==> src/rtl/cfg_regbank_pkg.sv <==
package cfg_regbank_pkg;
  localparam int ADDR_W  = 8;
  localparam int DATA_W  = 8;
  localparam int NUM_BUF = 4;
  localparam int NUM_IMM = 2;

  localparam logic [ADDR_W-1:0] ADR_PORT  = 8'h00;
  localparam logic [ADDR_W-1:0] ADR_ID    = 8'h01;
  localparam logic [ADDR_W-1:0] ADR_GRADE = 8'h02;
  localparam logic [ADDR_W-1:0] ADR_XFER  = 8'hFF;

  localparam logic [DATA_W-1:0] ID_VALUE    = 8'h2F;
  localparam logic [DATA_W-1:0] GRADE_VALUE = 8'h20;
  localparam logic [DATA_W-1:0] PORT_RESET  = 8'h18;

  function automatic logic [ADDR_W-1:0] buf_addr(input int i);
    case (i)
      0: return 8'h08;
      1: return 8'h10;
      2: return 8'h11;
      default: return 8'h14;
    endcase
  endfunction

  function automatic logic [DATA_W-1:0] buf_reset(input int i);
    case (i)
      2: return 8'h06;
      3: return 8'h03;
      default: return 8'h00;
    endcase
  endfunction

  function automatic logic [ADDR_W-1:0] imm_addr(input int i);
    return (i == 0) ? 8'h04 : 8'h05;
  endfunction

  function automatic logic [DATA_W-1:0] imm_reset(input int i);
    return (i == 0) ? 8'h0F : 8'h00;
  endfunction

  function automatic logic is_mapped(input logic [ADDR_W-1:0] a);
    logic hit;
    hit = (a == ADR_PORT) || (a == ADR_ID) || (a == ADR_GRADE) || (a == ADR_XFER);
    for (int i = 0; i < NUM_BUF; i++) hit = hit || (a == buf_addr(i));
    for (int i = 0; i < NUM_IMM; i++) hit = hit || (a == imm_addr(i));
    return hit;
  endfunction
endpackage

==> src/rtl/cfg_write_decode.sv <==
module cfg_write_decode
  import cfg_regbank_pkg::*;
(
  input  logic              wr_en,
  input  logic [ADDR_W-1:0] addr,
  input  logic [DATA_W-1:0] wdata,
  output logic [NUM_BUF-1:0] buf_hit,
  output logic [NUM_IMM-1:0] imm_hit,
  output logic              port_hit,
  output logic              commit
);
  for (genvar i = 0; i < NUM_BUF; i++) begin : g_buf
    assign buf_hit[i] = wr_en && (addr == buf_addr(i));
  end
  for (genvar i = 0; i < NUM_IMM; i++) begin : g_imm
    assign imm_hit[i] = wr_en && (addr == imm_addr(i));
  end
  assign port_hit = wr_en && (addr == ADR_PORT);
  assign commit   = wr_en && (addr == ADR_XFER) && wdata[0];
endmodule

==> src/rtl/cfg_shadow_pair.sv <==
module cfg_shadow_pair
  import cfg_regbank_pkg::*;
#(
  parameter logic [DATA_W-1:0] RST = '0
) (
  input  logic              clk,
  input  logic              rst_n,
  input  logic              wr_hit,
  input  logic [DATA_W-1:0] wdata,
  input  logic              commit,
  output logic [DATA_W-1:0] pend,
  output logic [DATA_W-1:0] act
);
  always_ff @(posedge clk or negedge rst_n) begin
    if (!rst_n) begin
      pend <= RST;
      act  <= RST;
    end else begin
      if (wr_hit) pend <= wdata;
      if (commit) act  <= pend;
    end
  end
endmodule

==> src/rtl/cfg_read_mux.sv <==
module cfg_read_mux
  import cfg_regbank_pkg::*;
(
  input  logic [ADDR_W-1:0]         addr,
  input  logic [NUM_BUF*DATA_W-1:0] act_flat,
  input  logic [NUM_IMM*DATA_W-1:0] imm_flat,
  input  logic [DATA_W-1:0]         port_val,
  input  logic                      xfer_bit,
  output logic [DATA_W-1:0]         value
);
  always_comb begin
    value = '0;
    if (addr == ADR_PORT)       value = port_val;
    else if (addr == ADR_ID)    value = ID_VALUE;
    else if (addr == ADR_GRADE) value = GRADE_VALUE;
    else if (addr == ADR_XFER)  value = {{(DATA_W-1){1'b0}}, xfer_bit};
    else begin
      for (int i = 0; i < NUM_BUF; i++)
        if (addr == buf_addr(i)) value = act_flat[i*DATA_W +: DATA_W];
      for (int i = 0; i < NUM_IMM; i++)
        if (addr == imm_addr(i)) value = imm_flat[i*DATA_W +: DATA_W];
    end
  end
endmodule

==> src/rtl/cfg_regbank.sv <==
module cfg_regbank
  import cfg_regbank_pkg::*;
(
  input  logic                      clk,
  input  logic                      rst_n,
  input  logic                      wr_en,
  input  logic                      rd_en,
  input  logic [ADDR_W-1:0]         addr,
  input  logic [DATA_W-1:0]         wdata,
  output logic [DATA_W-1:0]         rd_data,
  output logic [NUM_BUF*DATA_W-1:0] act_regs,
  output logic [DATA_W-1:0]         port_cfg,
  output logic [NUM_IMM*DATA_W-1:0] imm_regs
);
  logic [NUM_BUF-1:0]        buf_hit;
  logic [NUM_IMM-1:0]        imm_hit;
  logic                      port_hit;
  logic                      commit;
  logic                      xfer_q;
  logic [NUM_BUF*DATA_W-1:0] pend_flat;
  logic [DATA_W-1:0]         rd_next;

  cfg_write_decode u_dec (
    .wr_en(wr_en), .addr(addr), .wdata(wdata),
    .buf_hit(buf_hit), .imm_hit(imm_hit), .port_hit(port_hit), .commit(commit)
  );

  for (genvar i = 0; i < NUM_BUF; i++) begin : g_pair
    cfg_shadow_pair #(.RST(buf_reset(i))) u_pair (
      .clk(clk), .rst_n(rst_n), .wr_hit(buf_hit[i]), .wdata(wdata), .commit(commit),
      .pend(pend_flat[i*DATA_W +: DATA_W]), .act(act_regs[i*DATA_W +: DATA_W])
    );
  end

  for (genvar i = 0; i < NUM_IMM; i++) begin : g_imm
    always_ff @(posedge clk or negedge rst_n) begin
      if (!rst_n)          imm_regs[i*DATA_W +: DATA_W] <= imm_reset(i);
      else if (imm_hit[i]) imm_regs[i*DATA_W +: DATA_W] <= wdata;
    end
  end

  always_ff @(posedge clk or negedge rst_n) begin
    if (!rst_n) begin
      port_cfg <= PORT_RESET;
      xfer_q   <= 1'b0;
      rd_data  <= '0;
    end else begin
      if (port_hit) port_cfg <= wdata;
      xfer_q <= commit;
      if (rd_en) rd_data <= rd_next;
    end
  end

  cfg_read_mux u_rmux (
    .addr(addr), .act_flat(act_regs), .imm_flat(imm_regs),
    .port_val(port_cfg), .xfer_bit(xfer_q), .value(rd_next)
  );
endmodule

==> config.mk <==
export PLATFORM = sky130hd
export DESIGN_NAME = cfg_regbank
export DESIGN_NICKNAME = d
export VERILOG_FILES = /design/src/rtl/cfg_regbank_pkg.sv /design/src/rtl/cfg_write_decode.sv /design/src/rtl/cfg_shadow_pair.sv /design/src/rtl/cfg_read_mux.sv /design/src/rtl/cfg_regbank.sv
export SDC_FILE = /design/constraint.sdc
export NUM_CORES = 1
export LEC_CHECK = 0
export BUFFER_PORTS_ARGS = -buffer_cell sky130_fd_sc_hd__buf_2
export CAP_MARGIN = 20
export CORE_UTILIZATION = 60
export DETAILED_ROUTE_END_ITERATION = 8
export PLACE_DENSITY_LB_ADDON = 0.12
export SLEW_MARGIN = 20
export SYNTH_ARGS = -nofsm -noshare
export SYNTH_HDL_FRONTEND = slang
export SYNTH_SLANG_ARGS = --single-unit
export TNS_END_PERCENT = 100
==> constraint.sdc <==
create_clock -name clk -period 2.45 [get_ports clk]
set_input_delay 0.3675 -clock clk [delete_from_list [all_inputs] [get_ports clk]]
set_output_delay 0.3675 -clock clk [all_outputs]
set_load 0.01 [all_outputs]
==> metrics.txt <==
sequential cell area=2440 um^2; crit-path max cell delay=510 ps; DRT iter0 DRCs=195; Reg clk slew, reported paths=110 ps; Design Power=0.00306 W; combinational power share=8.0%; CP Data Arrival Time=2080 ps; Syn. warnings=0; setup tns final=0 ps; Layout area overhead=16.8%; Initial Util=62.0%; setup bufs post-CTS=0; Final setup viols=0; Core ar.=7250 um^2; per-cell routed wire length=18.5 um; Clock Skews=10.8 ps; die width=88.6 um; Fill cells=536; largest family of logic cells by synthesized area=simple AND/OR/NAND/NOR gates; fin nets=528; Antenna Nets Post-Route=0; post-synthesis mux area share=14.5%; root buffer cell=clkbuf_8; largest delay contributor family on the critical path=simple AND/OR/NAND/NOR gates; hold crit path type=primary input to register; CP cell instances=buf_2 > nor4_1 > and3_1 > nand3_1 > mux2_2; antenna cells=0; Seq pwr share=55.2%; VDD IR max=0.000385 V; CP max-delay cell=nor4_1; max_cap viols=0; Num Clock Sinks=97; PD cells=583 nW/um^2; Lkg Pwr=2.75 nW; Syn Area/Cell=10.6 um^2; share of cells above drive strength 1=36.8%; DRC=0; CP bufs+invs=1; Post-Syn Nets=446; final WL=11,300 um; cell row count=31; clock share of power=36.8%; via density per instance=5.94; die area=7840 um^2; vias in the first global route=3,387; I/O pins=84; register area share after synthesis=54.4%; I/O Buffers=83; #FFs+latches synth=97; Pint=0.00225 W; WS Path Type=primary input to register; Placer Congestion=0.896; fmax=548 MHz; Sw Share=26.3%; Post-Synthesis Cell Area=4500 um^2; largest net degree at the start of global routing=53; area of the multi-input gates=1930 um^2; clock buffer count from CTS=9; unrepaired setup endpoints after global routing=no; normalized max-slew margin=64.0%; final hold viol count=0; cts repair resizes=0; hold buffers post-CTS=1; worst-path maximum fanout=16; Final HPWL DP=7910 um; startpoint types=primary input; Post-Synth Adder-Cell Area=0%; crit end category=register; Slew @ Worst Pin=539 ps; first-pass GRT wire length=17,200 um; Die Height=88.6 um; status=finished clean; fin crit period=1830 ps; antenna violations before repair=0; H-tree depth=3; DR vias=3,633; fin. max-slew vios=0; Tot GR Track Use=30.1%; TritonCTS clock tree=done; simple-gate portion of the synthesized area=20.5%; post-synthesis compound-gate area fraction=7.90%; gr ovfl total=0; post-synthesis xor/xnor area fraction=0%; clk_lat worst skew=370 ps; Crit path required time=2710 ps; Cell variety after synth=55; iteration count of the initial detailed-routing pass=5; Sw Pwr=0.000806 W; part of the cycle the worst path needs=74.5%; CTS max path bufs=2; post-synthesis cell count=426
-- cell usage after synthesis (all sizes together) --
cell / instances / share of area, %
a21oi: 8 / 0.89
a221o: 1 / 0.22
a221oi: 3 / 0.58
a22oi: 1 / 0.17
a2bb2oi: 1 / 0.19
a311oi: 1 / 0.19
a31o: 1 / 0.19
a31oi: 6 / 0.84
a32oi: 1 / 0.19
a41o: 1 / 0.22
and2: 2 / 0.28
and3: 4 / 0.56
buf: 14 / 1.6
clkbuf: 8 / 0.67
dfrtp: 83 / 46
dfstp: 14 / 8.2
inv: 5 / 0.42
mux2: 56 / 14
mux2i: 2 / 0.45
nand2: 113 / 9.7
nand2b: 4 / 0.56
nand3: 8 / 1.0
nand3b: 4 / 0.67
nand4: 3 / 0.42
nand4b: 1 / 0.19
nand4bb: 1 / 0.25
nor2: 25 / 2.1
nor2b: 6 / 0.84
nor3: 6 / 0.89
nor3b: 2 / 0.45
nor4: 2 / 0.61
nor4b: 2 / 0.53
o21ai: 12 / 1.3
o221ai: 3 / 0.58
o22ai: 3 / 0.42
o2bb2ai: 5 / 0.97
o311a: 1 / 0.22
o31ai: 4 / 0.67
or2: 3 / 0.42
or3: 2 / 0.28
or4: 3 / 0.58
or4bb: 1 / 0.25
-- power by group through the flow --
stage	Combinational, W	Sequential [W]	Clock, W
5_1_grt	0.000270	0.00169	0.00119
3_5_place_dp	0.000243	0.00172	0
6_report	0.000245	0.00169	0.00113
3_3_place_gp	0.000234	0.00172	0
4_1_cts	0.000245	0.00169	0.00113
2_1_floorplan	0.000111	0.00172	0
-- path summary, 6_finish.rpt --
check                                         start                        to  slack, ps  depth (start not counted)
max                                         addr[1]  g_pair[2].u_pair.pend[6]        620                          5
min                                        wdata[5]  g_pair[1].u_pair.pend[5]        370                          2
max reg2reg                 g_pair[0].u_pair.act[2]                rd_data[2]        990                          5
min reg2reg                g_pair[3].u_pair.pend[0]   g_pair[3].u_pair.act[0]        460                          2
max in group asynchronous                     rst_n  g_pair[2].u_pair.pend[2]       1340                          3
min in group asynchronous                     rst_n              imm_regs[11]        430                          2
-- per-stage QoR --
step / setup slack (ps) / instance area [um^2] / hold slack, ps / cells / utilization, %
after floorplan: 577 / 4500 / 71.9 / 426 / -
after global placement: 261 / 5020 / 268 / 595 / 69.2
after detailed placement: 275 / 5020 / 270 / 595 / 69.2
after CTS: 654 / 5250 / 356 / 612 / 72.4
after global routing: 532 / 5250 / 366 / 612 / 72.4
final: 624 / 5250 / 366 / 612 / 72.4
-- kinds of logic (layout without fill, tap and decap cells) --
group	after synthesis	in the layout
simple gates	192	192
buf+inv	27	114
flops	97	97
compound gates	52	52
mux	58	58
-- sequential cells by signal, summed over array words and instances (netlist names) --
name / count
g_pair.u_pair.act: 32
g_pair.u_pair.pend: 32
imm_regs: 16
port_cfg: 8
rd_data: 8
xfer_q: 1
-- area by class of cell --
class / count / area share [%]
clock inverters: 7 / 1.84
flip-flops and latches: 97 / 46.6
repair buffers: 93 / 9.68
inverters: 5 / 0.357
multi-input cells: 302 / 36.8
well taps: 99 / 2.36
clock buffers: 9 / 2.36
-- layout by cell type (no fill, tap or decap), types with 5 or more instances in the layout --
cell / synthesis / routed
o2bb2ai_1: 5 / 5
a21oi_1: 8 / 8
nor2_1: 25 / 25
o21ai_0: 12 / 12
inv_1: 5 / 5
a31oi_1: 6 / 6
clkbuf_8: 0 / 9
nor2b_1: 6 / 6
dfrtp_1: 83 / 83
nand2_1: 111 / 111
nand3_1: 7 / 7
buf_2: 11 / 82
mux2_2: 56 / 56
dfstp_2: 14 / 14
buf_4: 0 / 9
-- layer usage --
metal	track usage, %	vias up	part of all wire (%)
li1	-	1643	-
met4	10.4	0	1.9
met3	4.29	22	4.9
met5	0	-	0
met1	42.1	1832	44
met2	48.7	136	49
Note: power is estimated with default switching activity, not from simulation.
